## src/rtl/secctl_pkg.sv

```systemverilog
package secctl_pkg;

    localparam int ADDR_W = 12;
    localparam int DATA_W = 32;

    typedef enum logic [1:0] {
        SZ_BYTE = 2'd0,
        SZ_HALF = 2'd1,
        SZ_WORD = 2'd2,
        SZ_RSVD = 2'd3
    } acc_size_e;

    // word offsets that software depends on
    localparam logic [ADDR_W-1:0] OFF_RESP    = 12'h010;
    localparam logic [ADDR_W-1:0] OFF_NSC     = 12'h014;
    localparam logic [ADDR_W-1:0] OFF_MPC_ST  = 12'h01C;
    localparam logic [ADDR_W-1:0] OFF_PPC_ST  = 12'h020;
    localparam logic [ADDR_W-1:0] OFF_PPC_CLR = 12'h024;
    localparam logic [ADDR_W-1:0] OFF_PPC_EN  = 12'h028;
    localparam logic [ADDR_W-1:0] OFF_MSC_ST  = 12'h030;
    localparam logic [ADDR_W-1:0] OFF_MSC_CLR = 12'h034;
    localparam logic [ADDR_W-1:0] OFF_MSC_EN  = 12'h038;
    localparam logic [ADDR_W-1:0] OFF_BRG_ST  = 12'h040;
    localparam logic [ADDR_W-1:0] OFF_BRG_CLR = 12'h044;
    localparam logic [ADDR_W-1:0] OFF_BRG_EN  = 12'h048;
    localparam logic [ADDR_W-1:0] OFF_MSC_NS  = 12'h0D0;

    localparam logic [DATA_W-1:0] PPC_MASK = 32'h00F0_00F3;
    localparam logic [DATA_W-1:0] BRG_MASK = 32'hFFFF_0000;

    localparam int PPC_APBX_BASE = 4;
    localparam int PPC_AHBX_BASE = 20;
    localparam int HI_BASE       = 16;
    localparam int ID_COUNT      = 12;

endpackage

```

## src/rtl/secctl_lvl_pack.sv

```systemverilog
module secctl_lvl_pack
    import secctl_pkg::*;
#(
    parameter int NUM_APBX = 4,
    parameter int NUM_AHBX = 4,
    parameter int NUM_MPC  = 4,
    parameter int NUM_MPCX = 4,
    parameter int NUM_MSC  = 4
) (
    input  logic [1:0]          apb_i,
    input  logic [NUM_APBX-1:0] apbx_i,
    input  logic [NUM_AHBX-1:0] ahbx_i,
    input  logic [NUM_MPC-1:0]  mpc_i,
    input  logic [NUM_MPCX-1:0] mpcx_i,
    input  logic [NUM_MSC-1:0]  msc_i,
    output logic [DATA_W-1:0]   ppc_o,
    output logic [DATA_W-1:0]   mpc_o,
    output logic [DATA_W-1:0]   msc_o
);

    localparam int APBX_PAD = PPC_AHBX_BASE - PPC_APBX_BASE - NUM_APBX;
    localparam int AHBX_PAD = DATA_W - PPC_AHBX_BASE - NUM_AHBX;
    localparam int MPC_PAD  = HI_BASE - NUM_MPC;
    localparam int MPCX_PAD = DATA_W - HI_BASE - NUM_MPCX;
    localparam int MSC_PAD  = DATA_W - HI_BASE - NUM_MSC;

    // peripheral controllers: fixed positions, gaps read as zero
    assign ppc_o = {{AHBX_PAD{1'b0}}, ahbx_i,
                    {APBX_PAD{1'b0}}, apbx_i,
                    2'b00, apb_i};

    assign mpc_o = {{MPCX_PAD{1'b0}}, mpcx_i, {MPC_PAD{1'b0}}, mpc_i};

    assign msc_o = {{MSC_PAD{1'b0}}, msc_i, {HI_BASE{1'b0}}};

endmodule

```

## src/rtl/secctl_id_rom.sv

```systemverilog
module secctl_id_rom
    import secctl_pkg::*;
#(
    parameter bit ID_VARIANT = 1'b0
) (
    input  logic [3:0] idx_i,
    output logic [7:0] byte_o
);

    localparam logic [7:0] REV_BYTE = ID_VARIANT ? 8'h2B : 8'h0B;

    always_comb begin
        case (idx_i)
            4'd0:    byte_o = 8'h04;
            4'd4:    byte_o = 8'h52;
            4'd5:    byte_o = 8'hB8;
            4'd6:    byte_o = REV_BYTE;
            4'd8:    byte_o = 8'h0D;
            4'd9:    byte_o = 8'hF0;
            4'd10:   byte_o = 8'h05;
            4'd11:   byte_o = 8'hB1;
            default: byte_o = 8'h00;
        endcase
    end

endmodule

```

## src/rtl/secctl_rd_lane.sv

```systemverilog
module secctl_rd_lane
    import secctl_pkg::*;
(
    input  logic [DATA_W-1:0] word_i,
    input  logic [1:0]        lane_i,
    input  acc_size_e         size_i,
    output logic [DATA_W-1:0] data_o
);

    logic [DATA_W-1:0] shifted;

    assign shifted = word_i >> {lane_i, 3'b000};

    always_comb begin
        case (size_i)
            SZ_BYTE: data_o = {24'h0, shifted[7:0]};
            SZ_HALF: data_o = {16'h0, shifted[15:0]};
            default: data_o = shifted;
        endcase
    end

endmodule

```

## src/rtl/secctl_bank.sv

```systemverilog
module secctl_bank
    import secctl_pkg::*;
#(
    parameter int NUM_APBX   = 4,
    parameter int NUM_AHBX   = 4,
    parameter int NUM_MPC    = 4,
    parameter int NUM_MPCX   = 4,
    parameter int NUM_MSC    = 4,
    parameter bit ID_VARIANT = 1'b0
) (
    input  logic                clk,
    input  logic                rst_n,
    input  logic                bus_valid,
    input  logic                bus_write,
    input  logic [11:0]         bus_addr,
    input  logic [1:0]          bus_size,
    input  logic [31:0]         bus_wdata,
    output logic [31:0]         bus_rdata,
    output logic                bus_rvalid,
    input  logic [1:0]          ppc_apb_irq,
    input  logic [NUM_APBX-1:0] ppc_apbx_irq,
    input  logic [NUM_AHBX-1:0] ppc_ahbx_irq,
    input  logic [NUM_MPC-1:0]  mpc_irq,
    input  logic [NUM_MPCX-1:0] mpcx_irq,
    input  logic [NUM_MSC-1:0]  mscx_irq,
    output logic                resp_cfg_o,
    output logic [1:0]          nsc_cfg_o,
    output logic [1:0]          ppc_apb_en_o,
    output logic [NUM_APBX-1:0] ppc_apbx_en_o,
    output logic [NUM_AHBX-1:0] ppc_ahbx_en_o,
    output logic [1:0]          ppc_apb_clr_o,
    output logic [NUM_APBX-1:0] ppc_apbx_clr_o,
    output logic [NUM_AHBX-1:0] ppc_ahbx_clr_o,
    output logic [NUM_MSC-1:0]  msc_clear_o,
    output logic [NUM_MSC-1:0]  msc_ns_o,
    output logic                msc_irq_o
);

    localparam logic [5:0] ID_PAGE  = 6'h3F;
    localparam logic [3:0] ID_FIRST = 4'h4;

    typedef struct packed {
        logic                resp;
        logic [1:0]          nsc;
        logic [DATA_W-1:0]   ppc_st;
        logic [DATA_W-1:0]   ppc_en;
        logic [DATA_W-1:0]   ppc_clr;
        logic [DATA_W-1:0]   mpc_st;
        logic [DATA_W-1:0]   msc_st;
        logic [DATA_W-1:0]   msc_en;
        logic [DATA_W-1:0]   msc_ns;
        logic [NUM_MSC-1:0]  msc_clr;
        logic [DATA_W-1:0]   brg_en;
        logic [DATA_W-1:0]   rdata;
        logic                rvalid;
    } bank_t;

    bank_t bank_d, bank_q;

    logic [DATA_W-1:0] ppc_lvl, mpc_lvl, msc_lvl;
    logic [DATA_W-1:0] rd_word, rd_data;
    logic [ADDR_W-1:0] rd_off;
    logic [3:0]        id_idx;
    logic [7:0]        id_byte;
    logic              wr_ok, rd_req, in_id;

    secctl_lvl_pack #(
        .NUM_APBX (NUM_APBX),
        .NUM_AHBX (NUM_AHBX),
        .NUM_MPC  (NUM_MPC),
        .NUM_MPCX (NUM_MPCX),
        .NUM_MSC  (NUM_MSC)
    ) u_pack (
        .apb_i  (ppc_apb_irq),
        .apbx_i (ppc_apbx_irq),
        .ahbx_i (ppc_ahbx_irq),
        .mpc_i  (mpc_irq),
        .mpcx_i (mpcx_irq),
        .msc_i  (mscx_irq),
        .ppc_o  (ppc_lvl),
        .mpc_o  (mpc_lvl),
        .msc_o  (msc_lvl)
    );

    // request decode
    assign wr_ok  = bus_valid && bus_write &&
                    (acc_size_e'(bus_size) == SZ_WORD) && (bus_addr[1:0] == 2'b00);
    assign rd_req = bus_valid && !bus_write;
    assign rd_off = {bus_addr[11:2], 2'b00};
    assign in_id  = (rd_off[11:6] == ID_PAGE) && (rd_off[5:2] >= ID_FIRST);
    assign id_idx = rd_off[5:2] - ID_FIRST;

    secctl_id_rom #(
        .ID_VARIANT (ID_VARIANT)
    ) u_id (
        .idx_i  (id_idx),
        .byte_o (id_byte)
    );

    // word selected for a read
    always_comb begin
        case (rd_off)
            OFF_RESP:   rd_word = {31'h0, bank_q.resp};
            OFF_NSC:    rd_word = {30'h0, bank_q.nsc};
            OFF_MPC_ST: rd_word = bank_q.mpc_st;
            OFF_PPC_ST: rd_word = bank_q.ppc_st;
            OFF_PPC_EN: rd_word = bank_q.ppc_en;
            OFF_MSC_ST: rd_word = bank_q.msc_st;
            OFF_MSC_EN: rd_word = bank_q.msc_en;
            OFF_BRG_EN: rd_word = bank_q.brg_en;
            OFF_MSC_NS: rd_word = bank_q.msc_ns;
            default:    rd_word = in_id ? {24'h0, id_byte} : '0;
        endcase
    end

    secctl_rd_lane u_lane (
        .word_i (rd_word),
        .lane_i (bus_addr[1:0]),
        .size_i (acc_size_e'(bus_size)),
        .data_o (rd_data)
    );

    // next-state computation
    always_comb begin
        bank_d         = bank_q;
        bank_d.ppc_st  = ppc_lvl;
        bank_d.mpc_st  = mpc_lvl;
        bank_d.msc_st  = msc_lvl;
        bank_d.ppc_clr = '0;
        bank_d.msc_clr = '0;
        bank_d.rvalid  = rd_req;
        bank_d.rdata   = rd_req ? rd_data : '0;

        if (wr_ok) begin
            case (bus_addr)
                OFF_RESP:    bank_d.resp = bus_wdata[0];
                OFF_NSC:     bank_d.nsc  = bus_wdata[1:0];
                OFF_PPC_CLR: begin
                    bank_d.ppc_clr = bus_wdata & PPC_MASK;
                    bank_d.ppc_st  = ppc_lvl & ~(bus_wdata & PPC_MASK);
                end
                OFF_PPC_EN:  bank_d.ppc_en  = bus_wdata & PPC_MASK;
                OFF_MSC_CLR: bank_d.msc_clr = bus_wdata[HI_BASE +: NUM_MSC];
                OFF_MSC_EN:  bank_d.msc_en  = bus_wdata;
                OFF_MSC_NS:  bank_d.msc_ns  = bus_wdata;
                OFF_BRG_EN:  bank_d.brg_en  = bus_wdata & BRG_MASK;
                default:     ;
            endcase
        end
    end

    always_ff @(posedge clk) begin
        if (!rst_n) begin
            bank_q <= '0;
        end else begin
            bank_q <= bank_d;
        end
    end

    // outputs
    assign bus_rdata  = bank_q.rdata;
    assign bus_rvalid = bank_q.rvalid;
    assign resp_cfg_o = bank_q.resp;
    assign nsc_cfg_o  = bank_q.nsc;
    assign msc_clear_o = bank_q.msc_clr;
    assign msc_ns_o    = bank_q.msc_ns[HI_BASE +: NUM_MSC];
    assign msc_irq_o   = |(bank_q.msc_st & bank_q.msc_en);

    assign ppc_apb_en_o  = bank_q.ppc_en[1:0];
    assign ppc_apb_clr_o = bank_q.ppc_clr[1:0];

    for (genvar n = 0; n < NUM_APBX; n++) begin : g_apbx
        assign ppc_apbx_en_o[n]  = bank_q.ppc_en[PPC_APBX_BASE + n];
        assign ppc_apbx_clr_o[n] = bank_q.ppc_clr[PPC_APBX_BASE + n];
    end

    for (genvar n = 0; n < NUM_AHBX; n++) begin : g_ahbx
        assign ppc_ahbx_en_o[n]  = bank_q.ppc_en[PPC_AHBX_BASE + n];
        assign ppc_ahbx_clr_o[n] = bank_q.ppc_clr[PPC_AHBX_BASE + n];
    end

endmodule

```

## config.mk

```make
export PLATFORM = sky130hd
export DESIGN_NAME = secctl_bank
export DESIGN_NICKNAME = d
export VERILOG_FILES = /design/src/rtl/secctl_pkg.sv /design/src/rtl/secctl_lvl_pack.sv /design/src/rtl/secctl_id_rom.sv /design/src/rtl/secctl_rd_lane.sv /design/src/rtl/secctl_bank.sv
export SDC_FILE = /design/constraint.sdc
export NUM_CORES = 1
export LEC_CHECK = 0
export ABC_CLOCK_PERIOD_IN_PS = 1900
export BUFFER_PORTS_ARGS = -buffer_cell sky130_fd_sc_hd__buf_2
export CORE_ASPECT_RATIO = 1.5
export CORE_UTILIZATION = 45
export DETAILED_ROUTE_END_ITERATION = 10
export PLACE_DENSITY_LB_ADDON = 0.12
export SLEW_MARGIN = 10
export SYNTH_ARGS = -nofsm -noshare
export SYNTH_HDL_FRONTEND = slang
export SYNTH_SLANG_ARGS = --single-unit
```

## constraint.sdc

```tcl
create_clock -name clk -period 1.9 [get_ports clk]
set_input_delay 0.095 -clock clk [delete_from_list [all_inputs] [get_ports clk]]
set_output_delay 0.095 -clock clk [all_outputs]
set_load 0.03 [all_outputs]
```

### Word level (Yosys, flattened, before mapping)

Memories as Yosys holds them, arrays and structs flattened.
Cells that the tools add are included.

| cells by class | value |
|---|---|
| bitwise operators | 3 |
| add/subtract/negate cells | 1 |
| multiplexer cells | 7 |
| order comparisons | 1 |
| equal/unequal tests | 20 |
| reductions and logical operators | 18 |
| shift operators | 1 |

Operator list:

| operator | count |
|---|---|
| case mux 32 bit (9 select lines) | 1 |
| two-way mux 88 bit | 1 |
| two-way mux 24 bit | 3 |
| case mux 32 bit (2 select lines) | 1 |
| equality test 12 x 6 -> 1 bit, second input constant | 4 |
| equality test 10 x 4 -> 1 bit, second input constant | 4 |
| AND 24 x 32 -> 32 bit | 1 |
| AND 32 bit | 1 |
| inverter 24 -> 32 bit | 1 |
| OR reduction 32 bit | 1 |
| >> shifter 32 x 5 -> 32 bit | 1 |
| equality test 10 x 3 -> 1 bit, second input constant | 3 |
| equality test 12 x 5 -> 1 bit, second input constant | 2 |
| AND reduction 2 bit | 7 |
| equality test 12 x 7 -> 1 bit, second input constant | 1 |
| equality test 12 x 8 -> 1 bit, second input constant | 1 |
| equality test 10 x 5 -> 1 bit, second input constant | 1 |
| equality test 10 x 6 -> 1 bit, second input constant | 1 |
| two-way mux 8 bit | 1 |
| equality test 6 bit, second input constant | 1 |
| AND reduction 3 bit | 2 |
| logical AND 1 bit | 5 |
| >= comparator 4 x 3 -> 1 bit, second input constant | 1 |
| logical NOT 2 bit | 2 |
| other kinds (4) | 4 |

| word-level totals | value |
|---|---|
| bits of input ports | 72 |
| memories kept | 1 |
| bits in registers | 236 |
| logic and storage cells | 68 |
| bits in read-only memories | 128 |

Memory list:

| memory | words | bits a word | read ports | clocked after memory_dff | wr ports | line | RTL |
|---|---|---|---|---|---|---|---|
| (name not given) | 16 | 8 | 1 | 0 | 0 | secctl_id_rom.sv:13 | `case (idx_i)` |

### Depth between registers and ports, before layout

| logic depth | value |
|---|---|
| word-level depth | 6 |
| gate-level depth with buffers | 11 |
| gate-level depth less buffers | 7 |

### Cells and area by module

From an unflattened synthesis, not the netlist that was laid out.

| unflattened totals | value |
|---|---|
| cell total of the unflattened synthesis | 1269 |
| area, all modules | 11534.8 um2 |

By module, submodules not included:

| module | cells each | seq. area each (um2) | area each (um2) | instances |
|---|---|---|---|---|
| secctl_bank | 1077 | 4724.5 | 10000.8 | 1 |
| secctl_lvl_pack | 97 | 0.0 | 724.4 | 1 |
| secctl_rd_lane | 77 | 0.0 | 645.6 | 1 |
| secctl_id_rom | 18 | 0.0 | 163.9 | 1 |

### Worst setup path before layout

Ideal clock, no wire load.

| timing path | value |
|---|---|
| path kind | input-to-reg |
| start | in bus_addr[2] |
| end | reg bank_q, in the netlist bus_rdata[1] |
| arrival time | 1.749 ns |
| path slack | 0.033 ns |
| data required time | 1.781 ns |
| stages | 11 |
| path through | inv_1 -> ha_1 -> buf_2 -> and2_1 -> clkbuf_1 -> and3_1 -> buf_4 -> buf_2 -> a221oi_1 -> a31oi_1 -> o2bb2ai_1 |

| on the way | value |
|---|---|
| word-level cells in the longest chain between the ends | 6 |
| elaborated cells between the ends (all ways) | 17 |

RTL lines:

| element | line | RTL |
|---|---|---|
| start: declaration | secctl_bank.sv:15 | `input logic [11:0] bus_addr,` |
| subtractor 4 x 3 -> 4 bit / >= comparator 4 x 3 -> 1 bit (equally long branches) | secctl_bank.sv:91, secctl_bank.sv:90 |  |
| memory read (16 x 8 bit) / logical AND 1 bit (equally long branches) | - |  |
| two-way mux 8 bit | secctl_bank.sv:112 | `default: rd_word = in_id ? {24'h0, id_byte} : '0;` |
| case mux 32 bit (9 select lines) (*) | secctl_bank.sv:102 | `case (rd_off)` |
| >> shifter 32 x 5 -> 32 bit (*) | secctl_rd_lane.sv:12 | `assign shifted = word_i >> {lane_i, 3'b000};` |
| case mux 32 bit (2 select lines) (*) | secctl_rd_lane.sv:15 | `case (size_i)` |
| end signal: assignment | secctl_bank.sv:156 | `bank_q <= bank_d;` |
| end: declaration | secctl_bank.sv:58 | `bank_t bank_d, bank_q;` |

Mark *: on every way between the ends. The rest lies on a longest branch, timed or not.
A chain may end at the register's enable or synchronous reset.

### Final worst setup path

| timing path | value |
|---|---|
| start | reg bank_q, in the netlist ppc_ahbx_en_o[1] |
| end | reg bank_q, in the netlist bus_rdata[21] |

| on the way | value |
|---|---|
| word-level cells in the longest chain between the ends | 3 |

RTL lines:

| element | line |
|---|---|
| case mux 32 bit (9 select lines) | secctl_bank.sv:102 |
| >> shifter 32 x 5 -> 32 bit | secctl_rd_lane.sv:12 |
| case mux 32 bit (2 select lines) | secctl_rd_lane.sv:15 |

Every way passes these cells.

==> impl_metrics.xml <==
<?xml version="1.0" encoding="UTF-8"?>
<metrics>
  <group name="yosys">
    <metric name="mapped_area" unit="sq um">7510</metric>
    <metric name="synthesis.nets" unit="">899</metric>
    <metric name="post_synthesis_share_of_cell_area_spent_on_and_or_nand_and_nor_gates" unit="%">17.0</metric>
    <metric name="postSynthCellCount" unit="">817</metric>
    <metric name="post_synth_fa_ha_maj_area_fraction" unit="%">1.67</metric>
    <metric name="area_share_of_the_largest_cell_type_after_synthesis" unit="%">43.2</metric>
    <metric name="count_of_flip_flops_with_a_built_in_enable_after_synthesis" unit="">0</metric>
    <metric name="post_synth.cell_area_avg" unit="sq um">9.19</metric>
    <metric name="synth_compound_area_share" unit="%">21.8</metric>
    <metric name="synth_area_leader_cell" unit="">sky130_fd_sc_hd__dfxtp_1</metric>
    <metric name="post_synth_xor_area_fraction" unit="%">0</metric>
    <metric name="ys_types" unit="">57</metric>
    <metric name="synth.cells.most_frequent" unit="">sky130_fd_sc_hd__dfxtp_1 (162), sky130_fd_sc_hd__nand2_1 (146), sky130_fd_sc_hd__buf_4 (67)</metric>
    <metric name="synth_flop_cell" unit="">sky130_fd_sc_hd__dfxtp_1</metric>
    <metric name="async_flop_share" unit="%">0</metric>
    <metric name="yosysMostFrequentCell" unit="">sky130_fd_sc_hd__dfxtp_1</metric>
    <metric name="synth.area.mux_share" unit="%">5.60</metric>
    <metric name="synth.top_cells.by_area" unit="">sky130_fd_sc_hd__dfxtp_1 (43%), sky130_fd_sc_hd__nand2_1 (7.3%), sky130_fd_sc_hd__buf_4 (6.7%), sky130_fd_sc_hd__mux2i_1 (5.6%), sky130_fd_sc_hd__a21boi_2 (3.7%)</metric>
    <metric name="main_combinational_cell_family_by_area_after_synthesis" unit="">compound AO/OA/AOI/OAI gates</metric>
    <metric name="synth-seq-area-share" unit="%">43.2</metric>
    <metric name="synthesis.yosys.warnings" unit="">0</metric>
    <metric name="ys_seq_elements" unit="">162</metric>
  </group>
  <group name="power_and_ir_drop">
    <metric name="p_clk_share" unit="%">47.2</metric>
    <metric name="power_leakage" unit="nW">3.89</metric>
    <metric name="total_internal_power" unit="mW">5.85</metric>
    <metric name="switching_share_of_power" unit="%">22.3</metric>
    <metric name="power.sequential.fraction" unit="%">45.7</metric>
    <metric name="power.density_cell_area" unit="nW/um^2">791</metric>
    <metric name="combinationalPowerShare" unit="%">7.1</metric>
    <metric name="vdd_drop_max" unit="uV">614</metric>
    <metric name="switching_power" unit="mW">1.68</metric>
  </group>
  <group name="timing">
    <metric name="layout_setup_ws" unit="ns">0.114</metric>
    <metric name="rsz_0062_raised_after_global_routing" unit="">false</metric>
    <metric name="slew_viol_final" unit="">0</metric>
    <metric name="max_freq" unit="MHz">560</metric>
    <metric name="final-hold-violation-count" unit="">0</metric>
    <metric name="final.setup_skew" unit="ns">0.00772</metric>
    <metric name="fin_hold_ws" unit="ns">0.0381</metric>
    <metric name="fin_setup_tns" unit="ns">0</metric>
    <metric name="finalWorstPathRequiredPeriod" unit="ns">1.79</metric>
    <metric name="setup_viol" unit="">0</metric>
    <metric name="layout_worst_path_cycle_share" unit="%">94.0</metric>
    <metric name="max_slew.worst_pin.slew" unit="ns">0.609</metric>
    <metric name="slew_headroom" unit="%">59.3</metric>
  </group>
  <group name="worst_setup_path">
    <metric name="crit_start_category" unit="">flip-flop</metric>
    <metric name="type_of_the_worst_setup_path" unit="">reg2reg</metric>
    <metric name="critical_path.n_buffers_inverters" unit="">1</metric>
    <metric name="path_max_fanout" unit="">3</metric>
    <metric name="crit_path_start" unit="">ppc_ahbx_en_o[1]</metric>
    <metric name="critPathSlowestCell" unit="">sky130_fd_sc_hd__mux2i_1</metric>
    <metric name="path_cells" unit="">a22o_1 &gt; a32oi_1 &gt; o22ai_1 &gt; mux2i_1 &gt; buf_4 &gt; nor2_1</metric>
    <metric name="required_time_at_the_endpoint_of_the_critical_path" unit="ns">2.21</metric>
    <metric name="rr_startpoint" unit="">ppc_ahbx_en_o[1]</metric>
    <metric name="cp_data_arrival_time" unit="ns">2.09</metric>
    <metric name="end_kind" unit="">flip-flop</metric>
    <metric name="slowest_delay" unit="ns">0.48</metric>
    <metric name="critPathTopFamily" unit="">compound AO/OA/AOI/OAI gates</metric>
  </group>
  <group name="worst_hold_path">
    <metric name="timing.hold.worst.start" unit="">bus_addr[0]</metric>
    <metric name="hold_path_class" unit="">in2reg</metric>
  </group>
  <group name="drt">
    <metric name="avgViaCountPerCell" unit="">5.34</metric>
    <metric name="route.detailed.drc" unit="">0</metric>
    <metric name="drt_first_pass_iters" unit="">4</metric>
    <metric name="detail_route.iter0.violations" unit="">283</metric>
    <metric name="postRouteAntennaNets" unit="">0</metric>
    <metric name="totalWireLength" unit="microns">21700</metric>
    <metric name="wl_per_cell" unit="microns">18.1</metric>
    <metric name="vias" unit="">6376</metric>
  </group>
  <group name="die">
    <metric name="initial_utilization" unit="%">46.2</metric>
    <metric name="floorplan.die.height" unit="microns">160</metric>
    <metric name="floorplan.rows" unit="">57</metric>
    <metric name="die_area" unit="sq um">17200</metric>
    <metric name="coreArea" unit="sq um">16300</metric>
    <metric name="die_x" unit="microns">107</metric>
    <metric name="io-pin-count" unit="">137</metric>
  </group>
  <group name="finish">
    <metric name="num_antenna_cells" unit="">0</metric>
    <metric name="drive_gt1_share" unit="%">27.9</metric>
    <metric name="nets" unit="">1056</metric>
    <metric name="area.growth.synth_to_final" unit="%">26.7</metric>
    <metric name="finalNonFillerCells" unit="">1193</metric>
  </group>
  <group name="global_route">
    <metric name="grt_util_all_layers" unit="%">26.1</metric>
    <metric name="grt_pass1_wl" unit="microns">34000</metric>
    <metric name="first_global_vias" unit="">6509</metric>
    <metric name="grt_max_degree" unit="">55</metric>
    <metric name="aggregate_global_routing_overflow" unit="">0</metric>
    <metric name="grt_antenna_before_repair" unit="">1</metric>
  </group>
  <group name="placed_design">
    <metric name="placed_instances" unit="">1107</metric>
    <metric name="placement.setup.worst_slack" unit="ns">-0.194</metric>
    <metric name="dpl.hpwl" unit="microns">15700</metric>
    <metric name="gp_congestion" unit="">0.908</metric>
    <metric name="place.port_buffers" unit="">136</metric>
  </group>
  <group name="clocking">
    <metric name="worst_skew_pair.late_latency" unit="ns">0.43</metric>
    <metric name="cts_root_buf" unit="">sky130_fd_sc_hd__clkbuf_16</metric>
    <metric name="cts_htree_levels" unit="">4</metric>
    <metric name="clock_sinks" unit="">162</metric>
    <metric name="tritoncts" unit="">done</metric>
    <metric name="worst_setup_hold_path_clk_slew" unit="ns">0.06</metric>
    <metric name="cts.repair.resized" unit="">0</metric>
    <metric name="numCtsBuffers" unit="">17</metric>
    <metric name="worst_case_clock_buffer_depth" unit="">2</metric>
  </group>
  <group name="flow_run">
    <metric name="drv_cap" unit="">0</metric>
  </group>
  <group name="run_status">
    <metric name="run_status" unit="">completed</metric>
  </group>
</metrics>
state kept, by name, summed over array words and instances, names as in the netlist:
name,cells
ppc_apb_clr_o,2
ppc_ahbx_clr_o,4
ppc_apbx_en_o,4
nsc_cfg_o,2
bus_rdata,32
bank_q,98
msc_clear_o,4
resp_cfg_o,1
ppc_apbx_clr_o,4
bus_rvalid,1
ppc_ahbx_en_o,4
msc_ns_o,4
ppc_apb_en_o,2
layout make-up:
cell class | count | area, sq um
fill | 1437 | 6750
multi-input combinational | 524 | 3460
sequential | 162 | 3240
timing repair buffer | 262 | 1910
clock buffer | 21 | 460
tap | 206 | 258
clock inverter | 11 | 153
inverter | 7 | 26.3
logic make-up (layout without fill, tap and decap cells):
logic type,Yosys count,in the layout
simple gates,269,269
compound gates,203,203
flops,162,162
buf+inv,131,301
mux,42,42
fa+ha+maj,10,10
power groups by stage:
| stage | registers [mW] | logic, mW | clock network, mW |
|---|---|---|---|
| finish | 3.44 | 0.532 | 3.56 |
| global route | 3.44 | 0.570 | 3.74 |
| CTS | 3.44 | 0.528 | 3.60 |
| detailed placement | 3.51 | 0.442 | 0 |
| global placement | 3.52 | 0.435 | 0 |
| floorplan | 3.51 | 0.214 | 0 |
repair_timing:
| item | CTS | global route |
|---|---|---|
| hold endpoints to repair | 112 | 0 |
| hold buffers | 54 | 0 |
| setup buffers | 0 | 0 |
| setup endpoints to repair | 0 | 0 |
stage by stage:
stage | util, % | power (mW) | area, sq um
floorplan | - | 3.72 | 7510
detailed placement | 51.4 | 3.96 | 8360
global route | 58.5 | 7.75 | 9510
global placement | 51.4 | 3.95 | 8360
CTS | 58.5 | 7.57 | 9510
finish | 58.5 | 7.53 | 9510
worst paths after layout:
check	end	slack [ns]	cells past startpoint
worst max-delay path	bus_rdata[21]	0.11	6
worst min register to register	bank_q[122]	0.46	2
worst max register to register	bus_rdata[21]	0.11	6
worst min-delay path	bus_rdata[17]	0.04	2
worst reg2reg max path: cells and delay by family, from the launching register on:
family	cells	cell delay (ns)
simple gates	1	0.03
mux	1	0.48
flops	1	0.34
compound gates	3	0.62
buf+inv	1	0.20
placed cells by master, fill, tap and decap left out, types with 6 or more instances in the layout:
cell / instances
sky130_fd_sc_hd__a21boi_0: 35
sky130_fd_sc_hd__a21boi_2: 25
sky130_fd_sc_hd__a21oi_1: 20
sky130_fd_sc_hd__a22o_1: 23
sky130_fd_sc_hd__a22oi_1: 30
sky130_fd_sc_hd__a32oi_1: 6
sky130_fd_sc_hd__and2_1: 22
sky130_fd_sc_hd__and3_1: 15
sky130_fd_sc_hd__buf_12: 12
sky130_fd_sc_hd__buf_2: 136
sky130_fd_sc_hd__buf_4: 60
sky130_fd_sc_hd__clkbuf_16: 17
sky130_fd_sc_hd__dfxtp_1: 162
sky130_fd_sc_hd__dlygate4sd3_1: 54
sky130_fd_sc_hd__ha_1: 10
sky130_fd_sc_hd__inv_1: 7
sky130_fd_sc_hd__mux2i_1: 42
sky130_fd_sc_hd__nand2_1: 146
sky130_fd_sc_hd__nor2_1: 28
sky130_fd_sc_hd__nor2b_1: 31
sky130_fd_sc_hd__o22ai_1: 16
sky130_fd_sc_hd__o2bb2ai_1: 8
layer usage:
| layer | part of all wire [%] | GRT usage, % |
|---|---|---|
| met1 | 40 | 29.7 |
| met5 | 0.079 | 0 |
| met4 | 3.8 | 13.5 |
| met3 | 5.1 | 5.18 |
| met2 | 51 | 45.4 |
No activity file was read; power rests on OpenSTA's default activity.
